==> src/rtl/msd_pkg.sv <==
package msd_pkg;
  typedef enum logic [1:0] {
    ST_IDLE  = 2'd0,
    ST_BCAST = 2'd1,
    ST_RUN   = 2'd2,
    ST_DONE  = 2'd3
  } msd_state_e;

  localparam logic [1:0] DIR_POS_X = 2'd0;
  localparam logic [1:0] DIR_NEG_X = 2'd1;
  localparam logic [1:0] DIR_POS_Y = 2'd2;
  localparam logic [1:0] DIR_NEG_Y = 2'd3;

  localparam logic [1:0] LVL_DIAMOND = 2'd2;
  localparam int unsigned DIAMOND_N = 4;
endpackage

==> src/rtl/msd_seq.sv <==
module msd_seq
  import msd_pkg::*;
#(
  parameter int R     = 2,
  parameter int MV_W  = 4,
  parameter int IDX_W = 5
) (
  input  logic                    clk,
  input  logic                    rst_n,
  input  logic                    start,
  input  logic                    frame_b,
  input  logic [1:0]              level,
  input  logic [1:0]              mv_dir,
  output logic                    busy,
  output logic                    lvl_bcast,
  output logic                    run,
  output logic                    done,
  output logic                    mode_b,
  output logic [1:0]              lvl_q,
  output logic [1:0]              iss_v,
  output logic [IDX_W-1:0]        iss_idx [2],
  output logic signed [MV_W-1:0]  iss_x [2],
  output logic signed [MV_W-1:0]  iss_y [2]
);
  localparam int W     = 2 * R + 1;
  localparam int NFULL = W * W;

  msd_state_e       state_q;
  logic [IDX_W-1:0] step_q;
  logic [1:0]       dir_q;
  logic [IDX_W-1:0] npos;
  logic [IDX_W-1:0] nsteps;
  logic [IDX_W-1:0] step_x2;

  // index -> candidate vector, packed as {x, y}
  function automatic logic [2*MV_W-1:0] pos_mv(input logic [IDX_W-1:0] idx,
                                               input logic [1:0] lvl,
                                               input logic [1:0] d);
    logic signed [MV_W-1:0] x;
    logic signed [MV_W-1:0] y;
    int unsigned j;
    int unsigned skip;
    if (lvl == LVL_DIAMOND) begin
      case (d)
        DIR_POS_X: skip = 2;
        DIR_NEG_X: skip = 1;
        DIR_POS_Y: skip = 4;
        default:   skip = 3;
      endcase
      j = int'(idx);
      if (j >= skip) j = j + 1;
      case (j)
        0:       begin x = '0;          y = '0;          end
        1:       begin x = MV_W'(1);    y = '0;          end
        2:       begin x = MV_W'(-1);   y = '0;          end
        3:       begin x = '0;          y = MV_W'(1);    end
        default: begin x = '0;          y = MV_W'(-1);   end
      endcase
    end else begin
      x = MV_W'(int'(idx) % W - R);
      y = MV_W'(int'(idx) / W - R);
    end
    return {x, y};
  endfunction

  assign npos    = (lvl_q == LVL_DIAMOND) ? IDX_W'(DIAMOND_N) : IDX_W'(NFULL);
  assign nsteps  = mode_b ? npos : IDX_W'((int'(npos) + 1) / 2);
  assign step_x2 = step_q << 1;

  assign busy      = (state_q != ST_IDLE);
  assign lvl_bcast = (state_q == ST_BCAST);
  assign run       = (state_q == ST_RUN);
  assign done      = (state_q == ST_DONE);

  always_ff @(posedge clk or negedge rst_n) begin
    if (!rst_n) begin
      state_q <= ST_IDLE;
      step_q  <= '0;
      mode_b  <= 1'b0;
      lvl_q   <= '0;
      dir_q   <= '0;
    end else begin
      case (state_q)
        ST_IDLE: if (start) begin
          mode_b  <= frame_b;
          lvl_q   <= level;
          dir_q   <= mv_dir;
          state_q <= ST_BCAST;
        end
        ST_BCAST: begin
          step_q  <= '0;
          state_q <= ST_RUN;
        end
        ST_RUN: begin
          if (step_q == IDX_W'(nsteps - 1'b1)) state_q <= ST_DONE;
          else step_q <= step_q + 1'b1;
        end
        default: state_q <= ST_IDLE;
      endcase
    end
  end

  for (genvar p = 0; p < 2; p++) begin : g_path
    localparam logic [IDX_W-1:0] ODD = (p == 0) ? IDX_W'(1) : IDX_W'(0);
    assign iss_idx[p] = mode_b ? step_q : (step_x2 | ODD);
    assign iss_v[p]   = run && (iss_idx[p] < npos);
    assign {iss_x[p], iss_y[p]} = pos_mv(iss_idx[p], lvl_q, dir_q);
  end
endmodule

==> src/rtl/msd_cost.sv <==
module msd_cost #(
  parameter int SOD_W  = 9,
  parameter int MV_W   = 4,
  parameter int COST_W = 19
) (
  input  logic [SOD_W-1:0]       sod,
  input  logic signed [MV_W-1:0] mvx,
  input  logic signed [MV_W-1:0] mvy,
  input  logic signed [MV_W-1:0] pmx,
  input  logic signed [MV_W-1:0] pmy,
  input  logic [3:0]             lambda,
  output logic [COST_W-1:0]      cost
);
  localparam int D_W = MV_W + 1;

  function automatic logic [D_W-1:0] absdiff(input logic signed [MV_W-1:0] a,
                                             input logic signed [MV_W-1:0] b);
    logic signed [D_W-1:0] d;
    d = D_W'(a) - D_W'(b);
    return d[D_W-1] ? D_W'(-d) : D_W'(d);
  endfunction

  function automatic logic [COST_W-1:0] total(input logic [SOD_W-1:0] s,
                                              input logic [D_W-1:0] dx,
                                              input logic [D_W-1:0] dy,
                                              input logic [3:0] lam);
    logic [COST_W-1:0] len;
    len = COST_W'(dx) + COST_W'(dy);
    return COST_W'(s) + COST_W'(lam) * len;
  endfunction

  assign cost = total(sod, absdiff(mvx, pmx), absdiff(mvy, pmy), lambda);
endmodule

==> src/rtl/msd_best.sv <==
module msd_best #(
  parameter int MV_W   = 4,
  parameter int IDX_W  = 5,
  parameter int COST_W = 19
) (
  input  logic                    clk,
  input  logic                    rst_n,
  input  logic                    clr,
  input  logic                    valid,
  input  logic [COST_W-1:0]       cost,
  input  logic signed [MV_W-1:0]  mvx,
  input  logic signed [MV_W-1:0]  mvy,
  input  logic [IDX_W-1:0]        idx,
  output logic                    have,
  output logic [COST_W-1:0]       best_cost,
  output logic signed [MV_W-1:0]  best_x,
  output logic signed [MV_W-1:0]  best_y,
  output logic [IDX_W-1:0]        best_idx
);
  logic better;
  // strict compare: the first-issued candidate keeps a tie
  assign better = valid && (!have || (cost < best_cost));

  always_ff @(posedge clk or negedge rst_n) begin
    if (!rst_n) begin
      have      <= 1'b0;
      best_cost <= '1;
      best_x    <= '0;
      best_y    <= '0;
      best_idx  <= '0;
    end else if (clr) begin
      have      <= 1'b0;
      best_cost <= '1;
      best_x    <= '0;
      best_y    <= '0;
      best_idx  <= '0;
    end else if (better) begin
      have      <= 1'b1;
      best_cost <= cost;
      best_x    <= mvx;
      best_y    <= mvy;
      best_idx  <= idx;
    end
  end
endmodule

==> src/rtl/msd_merge.sv <==
module msd_merge #(
  parameter int IDX_W  = 5,
  parameter int COST_W = 19
) (
  input  logic              mode_b,
  input  logic              have0,
  input  logic              have1,
  input  logic [COST_W-1:0] cost0,
  input  logic [COST_W-1:0] cost1,
  input  logic [IDX_W-1:0]  idx0,
  input  logic [IDX_W-1:0]  idx1,
  output logic              take0
);
  function automatic logic wins(input logic [COST_W-1:0] ca, input logic [IDX_W-1:0] ia,
                                input logic [COST_W-1:0] cb, input logic [IDX_W-1:0] ib);
    return (ca < cb) || ((ca == cb) && (ia < ib));
  endfunction

  always_comb begin
    if (mode_b)      take0 = 1'b1;
    else if (!have1) take0 = 1'b1;
    else if (!have0) take0 = 1'b0;
    else             take0 = wins(cost0, idx0, cost1, idx1);
  end
endmodule

==> src/rtl/msd_dispatch.sv <==
module msd_dispatch #(
  parameter int R      = 2,
  parameter int MV_W   = 4,
  parameter int SOD_W  = 9,
  parameter int COST_W = SOD_W + MV_W + 6
) (
  input  logic                    clk,
  input  logic                    rst_n,
  input  logic                    start,
  input  logic                    frame_b,
  input  logic [1:0]              level,
  input  logic [1:0]              mv_dir,
  input  logic signed [MV_W-1:0]  pred_mvx,
  input  logic signed [MV_W-1:0]  pred_mvy,
  input  logic [3:0]              lambda,
  input  logic [SOD_W-1:0]        sod0,
  input  logic [SOD_W-1:0]        sod1,
  output logic                    lvl_bcast,
  output logic [1:0]              lvl_out,
  output logic                    issue_v0,
  output logic signed [MV_W-1:0]  issue_mvx0,
  output logic signed [MV_W-1:0]  issue_mvy0,
  output logic                    issue_v1,
  output logic signed [MV_W-1:0]  issue_mvx1,
  output logic signed [MV_W-1:0]  issue_mvy1,
  output logic                    busy,
  output logic                    done,
  output logic signed [MV_W-1:0]  best_mvx0,
  output logic signed [MV_W-1:0]  best_mvy0,
  output logic [COST_W-1:0]       best_cost0,
  output logic signed [MV_W-1:0]  best_mvx1,
  output logic signed [MV_W-1:0]  best_mvy1,
  output logic [COST_W-1:0]       best_cost1,
  output logic signed [MV_W-1:0]  fin_mvx,
  output logic signed [MV_W-1:0]  fin_mvy,
  output logic [COST_W-1:0]       fin_cost
);
  localparam int W     = 2 * R + 1;
  localparam int IDX_W = $clog2(W * W + 1);

  // named internal events, also seen by the bound checker
  logic run_q;
  logic mode_b_q;
  logic have0, have1;
  logic take0;

  logic [1:0]              iss_v;
  logic [IDX_W-1:0]        iss_idx [2];
  logic signed [MV_W-1:0]  iss_x [2];
  logic signed [MV_W-1:0]  iss_y [2];
  logic [SOD_W-1:0]        sod_a [2];
  logic [COST_W-1:0]       cost_a [2];
  logic [COST_W-1:0]       bc [2];
  logic signed [MV_W-1:0]  bx [2];
  logic signed [MV_W-1:0]  by [2];
  logic [IDX_W-1:0]        bi [2];
  logic [1:0]              hv;

  logic signed [MV_W-1:0]  pmx_q, pmy_q;
  logic [3:0]              lam_q;

  msd_seq #(.R(R), .MV_W(MV_W), .IDX_W(IDX_W)) u_seq (
    .clk(clk), .rst_n(rst_n), .start(start), .frame_b(frame_b),
    .level(level), .mv_dir(mv_dir), .busy(busy), .lvl_bcast(lvl_bcast),
    .run(run_q), .done(done), .mode_b(mode_b_q), .lvl_q(lvl_out),
    .iss_v(iss_v), .iss_idx(iss_idx), .iss_x(iss_x), .iss_y(iss_y)
  );

  always_ff @(posedge clk or negedge rst_n) begin
    if (!rst_n) begin
      pmx_q <= '0;
      pmy_q <= '0;
      lam_q <= '0;
    end else if (start && !busy) begin
      pmx_q <= pred_mvx;
      pmy_q <= pred_mvy;
      lam_q <= lambda;
    end
  end

  assign sod_a[0] = sod0;
  assign sod_a[1] = sod1;

  for (genvar p = 0; p < 2; p++) begin : g_path
    msd_cost #(.SOD_W(SOD_W), .MV_W(MV_W), .COST_W(COST_W)) u_cost (
      .sod(sod_a[p]), .mvx(iss_x[p]), .mvy(iss_y[p]),
      .pmx(pmx_q), .pmy(pmy_q), .lambda(lam_q), .cost(cost_a[p])
    );
    msd_best #(.MV_W(MV_W), .IDX_W(IDX_W), .COST_W(COST_W)) u_best (
      .clk(clk), .rst_n(rst_n), .clr(lvl_bcast), .valid(iss_v[p]),
      .cost(cost_a[p]), .mvx(iss_x[p]), .mvy(iss_y[p]), .idx(iss_idx[p]),
      .have(hv[p]), .best_cost(bc[p]), .best_x(bx[p]), .best_y(by[p]),
      .best_idx(bi[p])
    );
  end

  assign have0 = hv[0];
  assign have1 = hv[1];

  msd_merge #(.IDX_W(IDX_W), .COST_W(COST_W)) u_merge (
    .mode_b(mode_b_q), .have0(have0), .have1(have1),
    .cost0(bc[0]), .cost1(bc[1]), .idx0(bi[0]), .idx1(bi[1]), .take0(take0)
  );

  assign issue_v0   = iss_v[0];
  assign issue_mvx0 = iss_x[0];
  assign issue_mvy0 = iss_y[0];
  assign issue_v1   = iss_v[1];
  assign issue_mvx1 = iss_x[1];
  assign issue_mvy1 = iss_y[1];

  assign best_mvx0  = bx[0];
  assign best_mvy0  = by[0];
  assign best_cost0 = bc[0];
  assign best_mvx1  = bx[1];
  assign best_mvy1  = by[1];
  assign best_cost1 = bc[1];

  assign fin_mvx  = take0 ? bx[0] : bx[1];
  assign fin_mvy  = take0 ? by[0] : by[1];
  assign fin_cost = take0 ? bc[0] : bc[1];
endmodule

==> config.mk <==
export PLATFORM = sky130hd
export DESIGN_NAME = msd_dispatch
export DESIGN_NICKNAME = d
export VERILOG_FILES = /design/src/rtl/msd_pkg.sv /design/src/rtl/msd_seq.sv /design/src/rtl/msd_cost.sv /design/src/rtl/msd_best.sv /design/src/rtl/msd_merge.sv /design/src/rtl/msd_dispatch.sv
export SDC_FILE = /design/constraint.sdc
export NUM_CORES = 1
export LEC_CHECK = 0
export CORE_AREA = 2 2 146 148
export CTS_BUF_LIST = sky130_fd_sc_hd__clkbuf_8
export CTS_CLUSTER_DIAMETER = 30
export DETAILED_ROUTE_END_ITERATION = 8
export DIE_AREA = 0 0 148 150
export PLACE_DENSITY = 0.74
export SYNTH_ARGS = -nofsm -noshare
export SYNTH_HDL_FRONTEND = slang
export SYNTH_SLANG_ARGS = --single-unit
==> constraint.sdc <==
create_clock -name clk -period 17 [get_ports clk]
set_input_delay 3.4 -clock clk [delete_from_list [all_inputs] [get_ports clk]]
set_output_delay 3.4 -clock clk [all_outputs]
set_load 0.03 [all_outputs]
==> results_dict.tcl, run 1 <==
set metrics [dict create \
    firstDrtPassIters 6 \
    max_clock_freq_mhz 75.1 \
    cp-start-kind "register" \
    critPathLaunch "u_seq.step_q[2]" \
    post_cts_buffers 0 \
    pin_count 142 \
    crit_family "compound AO/OA/AOI/OAI gates" \
    cts_hold_buf 0 \
    syn_nets 1289 \
    crit_top_cell "ha_1" \
    syn_inst 1076 \
    synth-edff-count 0 \
    ys.flop_type "dfrtp_1" \
    arrival_ps 13600 \
    hp-start "pmy_q[2]" \
    grt_usage_pct 23.1 \
    finish.instance_area_sq_um 11000 \
    drc 0 \
    finalHoldViolations 0 \
    die_h_microns 150 \
    worst_pin_slew_ps 1030 \
    drive_gt1_share_pct 8.31 \
    crit_path_top_delay_cell "dfrtp_1" \
    vias 7991 \
    synthArstFlopShare_pct 100 \
    post-route-period-util_pct 78.3 \
    clkLatencyLatePin_ps 390 \
    seq_area_frac_synth_pct 20.7 \
    drt_iter0_drc 663 \
    crit_required_ps 17280 \
    syn_area_sq_um 9330 \
    port_buffers 141 \
    mostFrequentLayoutCells "170 x inv_1, 140 x clkdlybuf4s50_1, 139 x ha_1" \
    die_w_microns 148 \
    nets 1387 \
    path_clk_slew_ps 100 \
    critical_path.max_fanout 22 \
    globalplace.congestion 0.939 \
    slew_viol_final 0 \
    cts_tree "yes" \
    r2r_start "u_seq.step_q[2]" \
    min_path_type "register to register" \
    grt_max_degree 77 \
    cts.path.max_buffers 2 \
    dpl_worst_slack_ps 3930 \
    wl_microns 25000 \
    vias_per_cell 5.50 \
    rows 53 \
    area_growth_pct 17.9 \
    layout_commonest_cell "inv_1" \
    place_hpwl_microns 19800 \
    slowest_delay_ps 770 \
    htreeDepth 3 \
    endpoint_kind "register" \
    slew_headroom_pct 31.1 \
    rsz0062_at_grt "false" \
    period_needed_ps 13320 \
    grt-ovfl-total 0 \
    final_core_util_pct 53.2 \
    yosysWarnings 0 \
    synth.distinct_cells 82 \
    synth_seq_cells 76 \
    root_buffer "clkbuf_8" \
    n_antenna_cell 0 \
    outcome "finished, final reports clean" \
    worst-setup-path-type "register to register" \
    cap_viol_max_count 0 \
    skew_ps 18.4 \
    antenna_found_initial 0 \
    cp_num_buf_inv 5 \
    grt_pass1_vias 7664 \
    cts.repair.resized 0 \
    setup_tns_ps 0 \
    wire_per_inst_microns 17.2 \
    die-area_sq_um 22200 \
    cts_buffers 9 \
    core_region_area_sq_um 20700 \
    grt_pass1_wl_microns 40200 \
    finalSetupViolations 0 \
    syn_avg_cell_area_sq_um 8.67 \
    place_area_sq_um 10800 \
    fillCellCount 1915 \
    ant_nets 0 \
    clock_sinks 76 \
    setup_ws_ps 3680 \
    floorplan.initialDensity_pct 45.1 \
]
per-layer routing:
layer / track usage (%) / part of all wire (%) / wire [microns]
met5: 0 / 0 / 0
met4: 7.10 / 2.3 / 586
met3: 2.77 / 5.8 / 1460
met2: 38.1 / 47 / 11700
met1: 31.7 / 45 / 11300
worst paths after layout:
kind,cells after the start,endpoint,slack [ps]
hold / removal,1,pmy_q[2],510
setup / recovery,52,g_path[1].u_best.best_x[3],3680
min in group asynchronous,1,u_seq.lvl_q[1],3190
max in group asynchronous,1,g_path[0].u_best.best_idx[2],13140
hold reg to reg,1,pmy_q[2],510
setup reg to reg,52,g_path[1].u_best.best_x[3],3680
through the flow:
| step | hold slack [ps] | std cells |
|---|---|---|
| floorplan | 479 | 1076 |
| global placement | 488 | 1438 |
| detailed placement | 493 | 1438 |
| CTS | 516 | 1454 |
| global route | 530 | 1454 |
| finish | 512 | 1454 |
state kept, by name, summed over array words and instances, names as in the netlist:
register,count
g_path.u_best.best_cost,24
g_path.u_best.best_idx,10
g_path.u_best.best_x,8
g_path.u_best.best_y,8
u_seq.step_q,5
lam_q,4
pmx_q,4
pmy_q,4
g_path.u_best.have,2
u_seq.dir_q,2
u_seq.lvl_q,2
u_seq.state_q,2
u_seq.mode_b,1
cell families after synthesis:
family	share of synthesized area [%]
compound gates	16.9
fa+ha+maj	26.4
flops	20.7
mux	7.14
buf+inv	10.7
xor+xnor	4.51
simple gates	13.7
cell type report:
class / instances / area, sq um / share of cell area, %
sequential: 76 / 1930 / 17.6
timing repair buffer: 147 / 1450 / 13.2
multi-input combinational: 767 / 6410 / 58.3
clock inverter: 6 / 72.6 / 0.660
inverter: 173 / 649 / 5.90
clock buffer: 10 / 138 / 1.25
tap: 275 / 344 / 3.13
worst reg2reg max path: cells and delay by family, from the launching register on:
| kind | cells | cell delay, ps |
|---|---|---|
| and+or+nand+nor | 11 | 2300 |
| AOI/OAI and AO/OA | 18 | 4220 |
| DFF | 1 | 770 |
| adders and majority gates | 11 | 3760 |
| buffers and inverters | 5 | 500 |
| xor gates and xnor gates | 3 | 590 |
| muxes | 4 | 1080 |
cell usage after synthesis, types with 4 or more instances:
| master | instances | area share, % |
|---|---|---|
| inv_1 | 170 | 6.8 |
| ha_1 | 139 | 19 |
| nand2_1 | 64 | 2.6 |
| a21oi_1 | 62 | 3.3 |
| nor2_1 | 54 | 2.2 |
| dfrtp_1 | 52 | 14 |
| fa_1 | 36 | 7.7 |
| xnor2_1 | 33 | 3.1 |
| o21ai_0 | 31 | 1.7 |
| mux2_2 | 30 | 3.6 |
| mux2i_1 | 29 | 3.1 |
| and2_1 | 28 | 1.9 |
| nor2b_1 | 25 | 1.7 |
| dfstp_2 | 24 | 6.8 |
| a21o_1 | 22 | 1.8 |
| buf_4 | 22 | 1.8 |
| clkbuf_1 | 22 | 0.89 |
| nand2b_1 | 21 | 1.4 |
| o211ai_1 | 18 | 1.4 |
| nor3_1 | 16 | 0.86 |
| xor2_1 | 15 | 1.4 |
| a211o_1 | 12 | 1.1 |
| a211oi_1 | 12 | 0.97 |
| nand3_1 | 11 | 0.59 |
| o21a_1 | 11 | 0.89 |
| a31oi_1 | 10 | 0.67 |
| buf_2 | 9 | 0.48 |
| o21ai_1 | 9 | 0.48 |
| nand4_1 | 6 | 0.40 |
| nor4_1 | 4 | 0.27 |
| o22ai_1 | 4 | 0.27 |
Power of run 1 is left out: the tool's default activity adds up to more than one toggle a clock period on the data nets, which glitch-free logic cannot reach.
==> run 2: changes to the inputs <==
PLACE_DENSITY = 0.76   (was 0.74)
clock period = 11.8 ns   (was 17 ns; I/O delays follow)
==> results_dict.tcl, run 2 (synthesized netlist as in run 1, its figures left out) <==
set metrics [dict create \
    grt_max_degree 77 \
    outcome "finished, final reports clean" \
    drt_iter0_drc 543 \
    fillCellCount 1843 \
    layout_commonest_cell "inv_1" \
    top_register "g_path.u_best.best_cost" \
    nets 1430 \
    cp-start-kind "register" \
    grt_pass1_vias 7702 \
    grt_usage_pct 22.8 \
    core_region_area_sq_um 20700 \
    cap_viol_max_count 0 \
    vias 8138 \
    slowest_delay_ps 540 \
    cts.path.max_buffers 2 \
    crit_path_top_delay_cell "fa_1" \
    critical_path.max_fanout 8 \
    path_clk_slew_ps 110 \
    crit_end "g_path[1].u_best.best_cost[3]" \
    area_growth_pct 24.2 \
    finalSetupViolations 0 \
    clkLatencyLatePin_ps 390 \
    setup_tns_ps 0 \
    root_buffer "clkbuf_8" \
    cts_tree "yes" \
    crit_required_ps 12120 \
    r2r-end "g_path[1].u_best.best_cost[3]" \
    arrival_ps 11670 \
    drive_gt1_share_pct 14.5 \
    pin_count 142 \
    finalHoldViolations 0 \
    layout_top_registers "g_path.u_best.best_cost (24), g_path.u_best.best_idx (10)" \
    max_clock_freq_mhz 88.1 \
    critPathLaunch "u_seq.mode_b" \
    antenna_found_initial 0 \
    mostFrequentLayoutCells "169 x inv_1, 140 x clkdlybuf4s50_1, 135 x ha_1" \
    port_buffers 141 \
    wire_per_inst_microns 17.5 \
    cts_buffers 9 \
    grt-ovfl-total 0 \
    firstDrtPassIters 5 \
    dpl_worst_slack_ps 52.9 \
    floorplan.initialDensity_pct 45.1 \
    fin_cells 1497 \
    final_core_util_pct 56.0 \
    setup_ws_ps 449 \
    grt_pass1_wl_microns 39800 \
    reg2regPathDepth 55 \
    min_path_type "register to register" \
    vias_per_cell 5.44 \
    worst_pin_slew_ps 1190 \
    endpoint_kind "register" \
    worst-setup-path-type "register to register" \
    ant_nets 0 \
    rrSetupSlack_ps 450 \
    die_h_microns 150 \
    period_needed_ps 11350 \
    clock_sinks 76 \
    place_hpwl_microns 19700 \
    r2r_start "u_seq.mode_b" \
    dp.cells 1459 \
    cts_hold_buf 0 \
    post-route-period-util_pct 96.2 \
    die_w_microns 148 \
    skew_ps 16.5 \
    htreeDepth 3 \
    slew_headroom_pct 20.4 \
    n_antenna_cell 0 \
    globalplace.congestion 0.980 \
    rows 53 \
    drc 0 \
    slew_viol_final 0 \
    wl_microns 26200 \
    die-area_sq_um 22200 \
    largest_reg_flops 24 \
]
-- run 2: routing by layer --
metal | vias up | routed length, microns | GRT usage (%)
li1 | 3924 | - | -
met1 | 3912 | 11600 | 30.2
met2 | 255 | 12400 | 37.5
met3 | 47 | 1480 | 3.41
met4 | 0 | 725 | 9.05
met5 | - | 0 | 0
-- run 2: final cells by class --
class                           instances  area, sq um  share of cell area (%)
Tap cell                              275          344                    2.97
Timing Repair Buffer                  188         1820                    15.7
Multi-Input combinational cell        769         6650                    57.4
Clock inverter                          7         58.8                   0.508
Inverter                              173          649                    5.61
Sequential cell                        76         1930                    16.7
Clock buffer                            9          124                    1.07
-- run 2: worst min-delay path by stage --
stage | start | endpoint | slack [ps] | cells past startpoint
after floorplan | g_path[0].u_best.have | g_path[0].u_best.have | 480 | 1
after global placement | pmy_q[3] | pmy_q[3] | 490 | 1
after detailed placement | pmy_q[3] | pmy_q[3] | 490 | 1
after CTS | pmx_q[3] | pmx_q[3] | 520 | 1
after global routing | pmx_q[2] | pmx_q[2] | 540 | 1
final | pmy_q[3] | pmy_q[3] | 510 | 1
-- run 2: critical path: cells and delay by family, from the launching register on --
| kind | cells | cell delay, ps |
|---|---|---|
| buffers and inverters | 8 | 620 |
| AO/OA/AOI/OAI | 17 | 2990 |
| XOR/XNOR | 3 | 610 |
| multiplexers | 4 | 820 |
| AND/OR/NAND/NOR | 12 | 2190 |
| adder cells (fa/ha/maj) | 11 | 3590 |
| flip-flops | 1 | 460 |
-- run 2: timing repair --
action | in CTS | in global routing
buffers inserted | 0 | 16
pin swaps | 0 | 18
setup endpoints to repair | 1 | 48
gates cloned | 0 | 6
gates resized for setup | 1 | 56
-- run 2: through the flow --
stage | hold WS, ps | cell area, sq um
final | 514 | 11600
after floorplan | 479 | 9350
after detailed placement | 495 | 11000
after global routing | 537 | 11600
after global placement | 487 | 11000
after CTS | 516 | 11200
Power of run 2 is left out for the same reason.
==> run 3: changes to the inputs <==
CTS_CLUSTER_SIZE = 14   (was default)
SLEW_MARGIN = 30   (was default)
==> results_dict.tcl, run 3 (synthesized netlist as in run 1, its figures left out) <==
set metrics [dict create \
    holdPathStages 1 \
    finalSetupViolations 0 \
    wire_per_inst_microns 17.5 \
    clkLatencyLatePin_ps 390 \
    reg2regPathDepth 54 \
    cts_hold_buf 0 \
    skew_ps 13.9 \
    finish.instance_area_sq_um 11500 \
    place_hpwl_microns 19800 \
    worst-setup-path-type "register to register" \
    drc 0 \
    mostFrequentLayoutCells "169 x inv_1, 140 x clkdlybuf4s50_1, 135 x ha_1" \
    n_antenna_cell 0 \
    vias 8152 \
    post-route-period-util_pct 95.4 \
    die_h_microns 150 \
    grt_usage_pct 22.8 \
    floorplan.initialDensity_pct 45.1 \
    top_register "g_path.u_best.best_cost" \
    ant_nets 0 \
    antenna_found_initial 0 \
    critical_path.max_fanout 8 \
    core_region_area_sq_um 20700 \
    wl_microns 26100 \
    path_clk_slew_ps 100 \
    globalplace.congestion 0.980 \
    vias_per_cell 5.46 \
    cts_buffers 9 \
    layout_top_registers "g_path.u_best.best_cost (24), g_path.u_best.best_idx (10)" \
    layout_commonest_cell "inv_1" \
    nets 1425 \
    drt_iter0_drc 439 \
    crit_required_ps 12120 \
    clock_sinks 76 \
    outcome "finished, final reports clean" \
    slew_headroom_pct 24.3 \
    crit_top_cell "ha_1" \
    slew_viol_final 0 \
    min_path_type "register to register" \
    r2r-end "g_path[1].u_best.best_cost[8]" \
    grt_pass1_vias 7686 \
    cts.path.max_buffers 2 \
    cap_viol_max_count 0 \
    root_buffer "clkbuf_8" \
    grt_max_degree 77 \
    rrSetupSlack_ps 540 \
    grt_pass1_wl_microns 39900 \
    slowest_delay_ps 540 \
    rows 53 \
    grt-ovfl-total 0 \
    cp-start-kind "register" \
    htreeDepth 3 \
    place_area_sq_um 11000 \
    hp-start "pmy_q[3]" \
    firstDrtPassIters 6 \
    finalHoldViolations 0 \
    r2r_start "u_seq.mode_b" \
    crit_path_top_delay_cell "fa_1" \
    largest_reg_flops 24 \
    die-area_sq_um 22200 \
    area_growth_pct 23.8 \
    min_to "pmy_q[3]" \
    cts_tree "yes" \
    max_clock_freq_mhz 88.8 \
    period_needed_ps 11260 \
    arrival_ps 11580 \
    die_w_microns 148 \
    cp_num_buf_inv 7 \
    crit_family "adder cells" \
    endpoint_kind "register" \
    drive_gt1_share_pct 14.2 \
    pin_count 142 \
    worst_pin_slew_ps 1120 \
    port_buffers 141 \
]
==> run 3: repair_timing <==
item                       4_1_cts  5_1_grt
pin swaps                        0       19
hold endpoints to repair         0        0
resized for setup                1       57
setup buffers                    0       11
setup endpoints to repair        1       48
cloned                           0        6
==> run 3: area by class of cell <==
cell class,count,area (sq um)
flip-flops and latches,76,1930
clock buffers,9,124
inverters,173,649
fillers,1858,9140
repair buffers,183,1780
multi-input cells,769,6650
well taps,275,344
clock inverters,7,58.8
==> run 3: metal layers <==
metal  up-vias  wire, microns  GRT usage (%)
li1       3908              -              -
met1      3901          11400           30.1
met2       294          12300           38.0
met3        49           1690           3.69
met4         0            674           8.19
met5         -              0              0
==> run 3: worst max path at each step <==
stage	start	endpoint	slack, ps	cells past startpoint
floorplan	u_seq.mode_b	g_path[1].u_best.best_idx[0]	50	57
global placement	u_seq.mode_b	g_path[0].u_best.best_x[0]	310	53
detailed placement	u_seq.mode_b	g_path[1].u_best.best_x[3]	50	52
CTS	u_seq.mode_b	g_path[0].u_best.best_x[0]	5	53
global route	u_seq.mode_b	g_path[1].u_best.best_cost[8]	-60	54
finish	u_seq.mode_b	g_path[1].u_best.best_cost[8]	540	54
==> run 3: metrics by stage <==
stage	hold slack [ps]	instances	util, %	setup TNS, ps	worst slack (ps)
6_report	512	1492	55.8	0	542
5_1_grt	535	1492	55.8	-605	-61.1
4_1_cts	516	1475	54.0	0	5.43
3_5_place_dp	494	1459	53.1	0	47.5
3_3_place_gp	487	1459	53.1	0	306
2_1_floorplan	479	1076	-	0	49.9
Power of run 3 is left out for the same reason.
